==> config.mk <==
export PLATFORM = sky130hd
export DESIGN_NAME = flag_alu
export DESIGN_NICKNAME = d
export VERILOG_FILES = /design/src/rtl/dpalu_pkg.sv /design/src/rtl/flag_alu_adder.sv /design/src/rtl/flag_alu_logic.sv /design/src/rtl/flag_alu_flags.sv /design/src/rtl/flag_alu.sv
export SDC_FILE = /design/constraint.sdc
export NUM_CORES = 1
export LEC_CHECK = 0
export BUFFER_PORTS_ARGS = -buffer_cell sky130_fd_sc_hd__buf_2
export CAP_MARGIN = 20
export CORE_UTILIZATION = 55
export DETAILED_ROUTE_END_ITERATION = 10
export PLACE_DENSITY = 0.79
export SYNTH_ARGS = -nofsm -noshare
export SYNTH_HDL_FRONTEND = slang
export SYNTH_SLANG_ARGS = --single-unit
==> constraint.sdc <==
create_clock -name clk -period 17.77 [get_ports clk]
set_input_delay 2.6655 -clock clk [delete_from_list [all_inputs] [get_ports clk]]
set_output_delay 2.6655 -clock clk [all_outputs]
set_load 0.005 [all_outputs]
==> src/rtl/dpalu_pkg.sv <==
package dpalu_pkg;

  typedef enum logic [3:0] {
    OP_ADD    = 4'd0,
    OP_ADDC   = 4'd1,
    OP_SUB    = 4'd2,
    OP_SUBC   = 4'd3,
    OP_AND    = 4'd4,
    OP_OR     = 4'd5,
    OP_XOR    = 4'd6,
    OP_ANDN   = 4'd7,
    OP_PASS   = 4'd8,
    OP_PASSN  = 4'd9,
    OP_CMPSUB = 4'd10,
    OP_CMPADD = 4'd11,
    OP_TSTAND = 4'd12,
    OP_TSTXOR = 4'd13,
    OP_NOP14  = 4'd14,
    OP_NOP15  = 4'd15
  } dp_op_e;

  typedef enum logic [2:0] {
    LF_AND   = 3'd0,
    LF_OR    = 3'd1,
    LF_XOR   = 3'd2,
    LF_ANDN  = 3'd3,
    LF_PASS  = 3'd4,
    LF_PASSN = 3'd5
  } logic_fn_e;

  typedef struct packed {
    logic n;
    logic z;
    logic c;
    logic v;
  } nzcv_t;

endpackage

==> src/rtl/flag_alu_adder.sv <==
module flag_alu_adder #(
  parameter int W = 32
) (
  input  logic [W-1:0] a,
  input  logic [W-1:0] b,
  input  logic         invert_b,
  input  logic         cin,
  output logic [W-1:0] sum,
  output logic         cout,
  output logic         ovf
);

  localparam int MSB = W - 1;

  logic [W-1:0] b_eff;
  logic [W:0]   wide;

  assign b_eff = invert_b ? ~b : b;
  assign wide  = {1'b0, a} + {1'b0, b_eff} + {{W{1'b0}}, cin};
  assign sum   = wide[W-1:0];
  assign cout  = wide[W];
  assign ovf   = (a[MSB] == b_eff[MSB]) && (wide[MSB] != a[MSB]);

endmodule

==> src/rtl/flag_alu_logic.sv <==
module flag_alu_logic
  import dpalu_pkg::*;
#(
  parameter int W = 32
) (
  input  logic [W-1:0] a,
  input  logic [W-1:0] b,
  input  logic_fn_e    fn,
  output logic [W-1:0] y
);

  for (genvar i = 0; i < W; i++) begin : g_bit
    always_comb begin
      unique case (fn)
        LF_AND:   y[i] = a[i] & b[i];
        LF_OR:    y[i] = a[i] | b[i];
        LF_XOR:   y[i] = a[i] ^ b[i];
        LF_ANDN:  y[i] = a[i] & ~b[i];
        LF_PASS:  y[i] = b[i];
        LF_PASSN: y[i] = ~b[i];
        default:  y[i] = 1'b0;
      endcase
    end
  end

endmodule

==> src/rtl/flag_alu_flags.sv <==
module flag_alu_flags
  import dpalu_pkg::*;
(
  input  logic  clk,
  input  logic  rst_n,
  input  logic  en,
  input  nzcv_t d,
  output nzcv_t q
);

  nzcv_t q_nxt;

  always_comb begin
    q_nxt = q;
    if (en) q_nxt = d;
  end

  always_ff @(posedge clk or negedge rst_n) begin
    if (!rst_n) q <= '0;
    else        q <= q_nxt;
  end

  AST_FLAG_HOLD: assert property (@(posedge clk) disable iff (!rst_n)
    !en |=> q == $past(q));

endmodule

==> src/rtl/flag_alu.sv <==
module flag_alu
  import dpalu_pkg::*;
#(
  parameter int DATA_W = 32
) (
  input  logic              clk,
  input  logic              rst_n,
  input  logic              op_valid,
  input  logic [3:0]        op_code,
  input  logic              set_flags,
  input  logic [DATA_W-1:0] opnd_a,
  input  logic [DATA_W-1:0] opnd_b,
  output logic [DATA_W-1:0] result,
  output logic              result_we,
  output logic [3:0]        flags
);

  localparam int MSB = DATA_W - 1;

  dp_op_e            op;
  nzcv_t             cur, nxt;
  logic              is_arith, invert_b, cin, writes, is_cmp, upd;
  logic_fn_e         lfn;
  logic [DATA_W-1:0] sum, lval, value;
  logic              cout, ovf;

  assign op = dp_op_e'(op_code);

  always_comb begin
    is_arith = 1'b0;
    invert_b = 1'b0;
    cin      = 1'b0;
    lfn      = LF_AND;
    writes   = 1'b0;
    is_cmp   = 1'b0;
    unique case (op)
      OP_ADD:    begin is_arith = 1'b1; writes = 1'b1; end
      OP_ADDC:   begin is_arith = 1'b1; writes = 1'b1; cin = cur.c; end
      OP_SUB:    begin is_arith = 1'b1; writes = 1'b1; invert_b = 1'b1; cin = 1'b1; end
      OP_SUBC:   begin is_arith = 1'b1; writes = 1'b1; invert_b = 1'b1; cin = cur.c; end
      OP_AND:    begin writes = 1'b1; lfn = LF_AND; end
      OP_OR:     begin writes = 1'b1; lfn = LF_OR; end
      OP_XOR:    begin writes = 1'b1; lfn = LF_XOR; end
      OP_ANDN:   begin writes = 1'b1; lfn = LF_ANDN; end
      OP_PASS:   begin writes = 1'b1; lfn = LF_PASS; end
      OP_PASSN:  begin writes = 1'b1; lfn = LF_PASSN; end
      OP_CMPSUB: begin is_arith = 1'b1; is_cmp = 1'b1; invert_b = 1'b1; cin = 1'b1; end
      OP_CMPADD: begin is_arith = 1'b1; is_cmp = 1'b1; end
      OP_TSTAND: begin is_cmp = 1'b1; lfn = LF_AND; end
      OP_TSTXOR: begin is_cmp = 1'b1; lfn = LF_XOR; end
      default:   begin end
    endcase
  end

  flag_alu_adder #(.W(DATA_W)) i_adder (
    .a        (opnd_a),
    .b        (opnd_b),
    .invert_b (invert_b),
    .cin      (cin),
    .sum      (sum),
    .cout     (cout),
    .ovf      (ovf)
  );

  flag_alu_logic #(.W(DATA_W)) i_logic (
    .a  (opnd_a),
    .b  (opnd_b),
    .fn (lfn),
    .y  (lval)
  );

  assign value     = is_arith ? sum : lval;
  assign result    = writes ? value : '0;
  assign result_we = op_valid & writes;
  assign upd       = op_valid & (is_cmp | (writes & set_flags));

  always_comb begin
    nxt.n = value[MSB];
    nxt.z = (value == '0);
    nxt.c = is_arith ? cout : cur.c;
    nxt.v = is_arith ? ovf  : cur.v;
  end

  flag_alu_flags i_flags (
    .clk   (clk),
    .rst_n (rst_n),
    .en    (upd),
    .d     (nxt),
    .q     (cur)
  );

  assign flags = cur;

  AST_CMP_NO_WRITE: assert property (@(posedge clk) disable iff (!rst_n)
    op_valid && op_code inside {[4'd10:4'd13]} |-> !result_we);

  AST_IDLE_FLAGS_STABLE: assert property (@(posedge clk) disable iff (!rst_n)
    !op_valid |=> $stable(flags));

  AST_N_FROM_RESULT: assert property (@(posedge clk) disable iff (!rst_n)
    result_we && set_flags |=> flags[3] == $past(result[MSB]));

  AST_Z_FROM_RESULT: assert property (@(posedge clk) disable iff (!rst_n)
    result_we && set_flags |=> flags[2] == ($past(result) == '0));

  AST_LOGIC_KEEPS_CV: assert property (@(posedge clk) disable iff (!rst_n)
    op_valid && op_code inside {[4'd4:4'd9], 4'd12, 4'd13} |=>
      flags[1:0] == $past(flags[1:0]));

  AST_SPARE_NO_WRITE: assert property (@(posedge clk) disable iff (!rst_n)
    op_valid && op_code inside {4'd14, 4'd15} |-> !result_we);

  AST_SPARE_NO_FLAGS: assert property (@(posedge clk) disable iff (!rst_n)
    op_valid && op_code inside {4'd14, 4'd15} |=> $stable(flags));

endmodule

==> flow_metrics.env, run 1 <==
export IMPL_num_rows=37
export IMPL_htree_levels=1
export IMPL_maxClockFrequency_mhz=97.8
export IMPL_synthCells=893
export IMPL_yosysSeqAreaShare=0.0169
export IMPL_async_flop_share=1.00
export IMPL_critPathLaunchType="input pin"
export IMPL_avgSynthCellArea_um2=6.61
export IMPL_die_w_um=106
export IMPL_p_sw_frac=0.558
export IMPL_grt_pass1_wl_um=32300
export IMPL_cp_arrival_ns=7.56
export IMPL_synth_flop_cell="dfrtp_1"
export IMPL_cts_setup_buffers=0
export IMPL_cp_required_ns=15.10
export IMPL_max_slew_worst_pin_slew_ns=0.961
export IMPL_cts_inserted_buffers=3
export IMPL_postCtsHoldBufs=0
export IMPL_fillCellCount=1016
export IMPL_synth_distinct_cells=84
export IMPL_leakage_nw=2.97
export IMPL_dr_pass1_iters=6
export IMPL_fin_util=0.619
export IMPL_drc=0
export IMPL_seqPwrFrac=0.043
export IMPL_grt_antenna_before_repair=0
export IMPL_power_internal_w=0.000123
export IMPL_final_hold_viol_count=0
export IMPL_fp_dieArea_um2=11200
export IMPL_cts_resized=0
export IMPL_regMostFlops="i_flags.q"
export IMPL_viasPerCell=6.83
export IMPL_cts_tree="yes"
export IMPL_syn_area_um2=5910
export IMPL_status="completed"
export IMPL_io_buffers=108
export IMPL_peakVddDrop_mv=0.0471
export IMPL_start_util=0.570
export IMPL_dp_final_hpwl_um=14800
export IMPL_finalClockSkew_ns=0.00806
export IMPL_slew_headroom=0.360
export IMPL_chipHeight_um=106
export IMPL_postRouteAntennaNets=0
export IMPL_period_minus_slack_ns=10.22
export IMPL_maxCapViolations=0
export IMPL_numClockSinks=4
export IMPL_final_common_cell="buf_2"
export IMPL_dp_cells=1079
export IMPL_tns_ns=0
export IMPL_core_area_um2=10400
export IMPL_grt_pass1_vias=6250
export IMPL_p_comb_frac=0.887
export IMPL_power_switching_w=0.000156
export IMPL_drt_first_iter_violations=894
export IMPL_syn_nets=1030
export IMPL_cp_end_kind="primary output"
export IMPL_grt_max_degree=104
export IMPL_ys_ff_latch=4
export IMPL_overflow=0
export IMPL_clkTransAtPathRegs_ns=0.04
export IMPL_ios=109
export IMPL_yosysWarnings=0
export IMPL_cp_max_fo=55
export IMPL_gp_congestion=1.02
export IMPL_routed_wl_um=20500
export IMPL_powerDensity_nw_per_um2=43.4
export IMPL_setup_viol=0
export IMPL_nNetsFinal=1085
export IMPL_wl_per_cell_um=18.9
export IMPL_drv_slew=0
export IMPL_clockRootBuffer="clkbuf_8"
export IMPL_fin_cells=1082
export IMPL_drive_above_1_share=0.158
export IMPL_vias=7387
export IMPL_clk_latency_ns=0.22
export IMPL_final_cell_mix="buf_2 (107), a21oi_1 (76), inv_1 (75), nor2_1 (63), ha_1 (63)"
export IMPL_synth_edff_count=0
export IMPL_min_path_type="reg2reg"
export IMPL_power_w=0.000279
export IMPL_largest_register_ffs=4
export IMPL_period_share=0.575
export IMPL_grt_usage=0.354
export IMPL_critical_path_class="in2out"
export IMPL_area_growth_pct=8.73
export IMPL_clkPwrFrac=0.070
export IMPL_rsz0062_at_grt="no"
export IMPL_top_regs="i_flags.q x4"
export IMPL_antenna_cells=0
export IMPL_clk_path_buf_depth=2
[per-stage QoR]
stage               instance area (µm²)  hold WS [ns]  setup WS, ns
global placement                   6380         0.466          7.80
detailed placement                 6380         0.470          7.71
finish                             6420         0.477          7.55
floorplan                          5910         0.470          8.45
global route                       6420         0.502          7.34
CTS                                6420         0.477          7.69
[power groups by stage]
stage                     Sequential, W  Clock [W]  Combinational (W)
after global routing          0.0000121  0.0000206           0.000268
final                         0.0000120  0.0000197           0.000247
after CTS                     0.0000120  0.0000200           0.000240
after detailed placement      0.0000121          0           0.000239
after global placement        0.0000121          0           0.000237
after floorplan               0.0000120          0           0.000171
[layout make-up]
type | instances | area, µm² | share of cell area
multi-input cells | 742 | 5180 | 0.807
repair buffers | 121 | 641 | 0.0997
inverters | 76 | 285 | 0.0444
well taps | 136 | 170 | 0.0265
flip-flops and latches | 4 | 100 | 0.0156
clock buffers | 3 | 41.3 | 0.00643
[critical path: stages]
cell      delay, ns
buf_2          0.08
buf_4          0.55
nand2_1        0.18
nand2b_2       0.10
buf_4          0.47
xnor2_1        0.18
fa_1           0.46
fa_1           0.41
nand2b_1       0.18
a21oi_1        0.41
o21ai_2        0.19
a21oi_1        0.58
o211ai_1       0.24
and3_1         0.23
o31ai_1        0.39
nor2_1         0.07
buf_2          0.13
[path summary, 6_finish.rpt]
path	from	endpoint	slack (ns)	depth (start not counted)
min in group asynchronous	rst_n	i_flags.q[3]	2.24	1
max in group asynchronous	rst_n	i_flags.q[0]	15.41	1
setup / recovery	op_code[0]	result[24]	7.55	17
hold / removal	i_flags.q[3]	i_flags.q[3]	0.48	2
hold reg to reg	i_flags.q[3]	i_flags.q[3]	0.48	2
setup reg to reg	i_flags.q[1]	i_flags.q[2]	13.13	13
[layer usage]
metal / wire length (µm) / GRT usage / vias up
met5: 0 / 0 / -
met4: 425 / 0.0843 / 0
met3: 2380 / 0.0334 / 41
met2: 8860 / 0.547 / 464
met1: 8840 / 0.525 / 3425
li1: - / - / 3457
[synthesized netlist by cell type (all sizes together) (18+ instances only)]
cell type | instances | area, µm²
a21oi | 77 | 389
and3 | 19 | 119
buf | 40 | 225
clkbuf | 31 | 116
ha | 63 | 788
inv | 76 | 285
mux2i | 18 | 180
nand2 | 54 | 203
nand3 | 33 | 170
nor2 | 65 | 246
nor3 | 19 | 95.1
o211ai | 20 | 155
o21ai | 65 | 329
o22ai | 19 | 125
xnor2 | 46 | 403
[logic make-up (layout without fill, tap and decap cells)]
kind of cell | count (synthesis) | after routing | synth area share
buffers and inverters | 147 | 200 | 0.106
XOR/XNOR | 53 | 53 | 0.0786
AO/OA/AOI/OAI | 332 | 332 | 0.389
flip-flops | 4 | 4 | 0.0169
adder cells (fa/ha/maj) | 65 | 65 | 0.140
multiplexers | 19 | 19 | 0.0324
AND/OR/NAND/NOR | 273 | 273 | 0.237
No activity file was read; power rests on OpenSTA's default activity.
==> run 2: changes to the inputs <==
- ABC_AREA: unset -> 1
- clock period: 17.77 -> 9.6 ns (I/O delays scaled with it)
==> run 2 against run 1 <==
  * Clock power rose by 78%
  * Worst setup slack got worse by 4.1 ns
  * Global-route usage rose by 1.3 points
  * Power rose by 88%
  * Register-to-register slack got worse by 6.7 ns
  * Critical path type unchanged
  * Via count rose by 5.8%
  * Clock skew fell by 0.0079 ns
==> flow_metrics.env, run 2 <==
export IMPL_min_path_type="reg2reg"
export IMPL_critPathLaunchType="input pin"
export IMPL_grt_use_met2=0.546
export IMPL_synthCells=1222
export IMPL_synth_top_area_cell="nand2_1"
export IMPL_p_comb_frac=0.890
export IMPL_htree_levels=1
export IMPL_yosysSeqAreaShare=0.0167
export IMPL_power_w=0.000525
export IMPL_final_area_um2=6630
export IMPL_power_internal_w=0.000208
export IMPL_fillCellCount=1136
export IMPL_start_util=0.573
export IMPL_num_rows=37
export IMPL_ys_ff_latch=4
export IMPL_drc=0
export IMPL_power_switching_w=0.000317
export IMPL_clkTransAtPathRegs_ns=0.03
export IMPL_antenna_cells=0
export IMPL_clockRootBuffer="clkbuf_8"
export IMPL_powerDensity_nw_per_um2=79.1
export IMPL_cp_end_kind="primary output"
export IMPL_cts_inserted_buffers=3
export IMPL_nNetsFinal=1446
export IMPL_period_minus_slack_ns=6.17
export IMPL_clk_latency_ns=0.22
export IMPL_viasPerCell=5.42
export IMPL_synth_top_area_share=0.281
export IMPL_synth_distinct_cells=34
export IMPL_area_growth_pct=10.6
export IMPL_slew_headroom=0.259
export IMPL_grt_max_degree=38
export IMPL_vias=7814
export IMPL_period_share=0.643
export IMPL_clkPwrFrac=0.067
export IMPL_cts_setup_buffers=0
export IMPL_postRouteAntennaNets=0
export IMPL_grt_usage=0.367
export IMPL_dr_pass1_iters=5
export IMPL_p_sw_frac=0.604
export IMPL_drive_above_1_share=0.107
export IMPL_ios=109
export IMPL_final_common_cell="nand2_1"
export IMPL_setup_viol=0
export IMPL_dpl_cell_area_um2=6590
export IMPL_r2r_cells=18
export IMPL_use_met1=0.555
export IMPL_avgSynthCellArea_um2=4.91
export IMPL_postCtsHoldBufs=0
export IMPL_hold_path_depth=2
export IMPL_top_regs="i_flags.q x4"
export IMPL_core_area_um2=10500
export IMPL_cts_tree="yes"
export IMPL_status="completed"
export IMPL_grt_pass1_wl_um=33000
export IMPL_seqCellArea_um2=100
export IMPL_rsz0062_at_grt="no"
export IMPL_met3_usage=0.0503
export IMPL_yosysWarnings=0
export IMPL_synthTopCellsByCount="nand2_1 (449), inv_1 (237), nor2_1 (123), nand3_1 (90), a21oi_1 (65)"
export IMPL_max_slew_worst_pin_slew_ns=1.11
export IMPL_gp_congestion=1.03
export IMPL_largest_register_ffs=4
export IMPL_seqPwrFrac=0.044
export IMPL_io_buffers=108
export IMPL_clk_path_buf_depth=2
export IMPL_grt_pass1_vias=6747
export IMPL_numClockSinks=4
export IMPL_overflow=0
export IMPL_yosys_top_cells_area="nand2_1 (28%), inv_1 (15%), ha_1 (13%)"
export IMPL_multi_input_area_um2=4830
export IMPL_die_w_um=106
export IMPL_dp_final_hpwl_um=16700
export IMPL_leakage_nw=4.27
export IMPL_routed_wl_um=20700
export IMPL_finalClockSkew_ns=0.000184
export IMPL_critical_path_class="in2out"
export IMPL_maxCapViolations=0
export IMPL_drt_first_iter_violations=864
export IMPL_maxClockFrequency_mhz=162
export IMPL_final_cell_mix="nand2_1 (449), inv_1 (237), nor2_1 (123), buf_2 (108), nand3_1 (90)"
export IMPL_grt_antenna_before_repair=0
export IMPL_fin_util=0.634
export IMPL_synth_flop_cell="dfrtp_1"
export IMPL_syn_area_um2=5990
export IMPL_async_flop_share=1.00
export IMPL_regMostFlops="i_flags.q"
export IMPL_busiest_layer="met1"
export IMPL_fp_dieArea_um2=11300
export IMPL_final_hold_viol_count=0
export IMPL_peakVddDrop_mv=0.103
export IMPL_tns_ns=0
export IMPL_cp_required_ns=8.16
export IMPL_cp_max_fo=32
export IMPL_timing_hold_ws_ns=0.486
export IMPL_chipHeight_um=106
export IMPL_synth_most_common_cell="nand2_1"
export IMPL_synth_edff_count=0
export IMPL_cp_arrival_ns=4.73
export IMPL_cts_resized=0
export IMPL_wl_per_cell_um=14.3
export IMPL_syn_nets=1359
export IMPL_drv_slew=0
-- run 2: cell count changes after synthesis, moves of 13 or more --
cell / change
nand3_1: +58
xnor2_1: -46
o21ai_0: -51
nand2_1: +395
inv_1: +162
nor2_1: +59
mux2i_1: -18
clkbuf_1: -22
and3_1: -19
a31oi_1: -13
nand4_1: +16
xor2_1: +33
-- run 2: path summary, 6_finish.rpt --
kind / slack [ns] / to / startpoint
max reg2reg: 6.39 / i_flags.q[2] / i_flags.q[1]
min reg2reg: 0.49 / i_flags.q[3] / i_flags.q[3]
min: 0.49 / i_flags.q[3] / i_flags.q[3]
max in group asynchronous: 8.46 / i_flags.q[3] / rst_n
max: 3.43 / result[16] / op_code[1]
min in group asynchronous: 1.02 / i_flags.q[1] / rst_n
-- run 2: final cells by class --
type                            count  area share
Timing Repair Buffer              112      0.0861
Sequential cell                     4      0.0151
Multi-Input combinational cell    945       0.729
Clock buffer                        3     0.00623
Inverter                          243       0.138
Tap cell                          136      0.0257
-- run 2: kinds of logic (layout without fill, tap and decap cells) --
logic type | Yosys count | after routing | synth area share
AOI/OAI and AO/OA | 108 | 108 | 0.100
xor gates and xnor gates | 40 | 40 | 0.0584
adders and majority gates | 65 | 65 | 0.138
buffers and inverters | 273 | 358 | 0.179
DFF | 4 | 4 | 0.0167
and+or+nand+nor | 732 | 732 | 0.508
-- run 2: layer usage --
| layer | vias to the layer above | routed length, µm |
|---|---|---|
| met5 | - | 0 |
| met3 | 30 | 2700 |
| li1 | 3946 | - |
| met2 | 436 | 8390 |
| met1 | 3402 | 9280 |
| met4 | 0 | 311 |
-- run 2: per-stage QoR --
stage	setup WS [ns]	cells
6_report	3.43	1443
5_1_grt	3.19	1443
4_1_cts	3.48	1443
3_5_place_dp	3.50	1440
3_3_place_gp	3.56	1440
2_1_floorplan	4.04	1222
-- run 2: worst max-delay path, cell delays in order --
cell and delay, ns:
buf_2 0.18, inv_1 0.09, nor2_1 0.23, o21ai_4 0.08, buf_4 0.31, xor2_1 0.22
fa_1 0.47, fa_1 0.41, inv_1 0.14, nand3_1 0.08, nand3_1 0.15, nand2_1 0.09
nand2_1 0.14, nand2_1 0.09, nand2_1 0.06, nand2_1 0.04, nand2_1 0.05, nand2_1 0.06
a21oi_1 0.22, buf_2 0.15
-- run 2: power by group through the flow --
stage	logic, W	registers (W)	clock network, W
2_1_floorplan	0.000317	0.0000224	0
3_3_place_gp	0.000447	0.0000229	0
3_5_place_dp	0.000452	0.0000229	0
4_1_cts	0.000455	0.0000228	0.0000357
5_1_grt	0.000525	0.0000229	0.0000374
6_report	0.000467	0.0000228	0.0000350
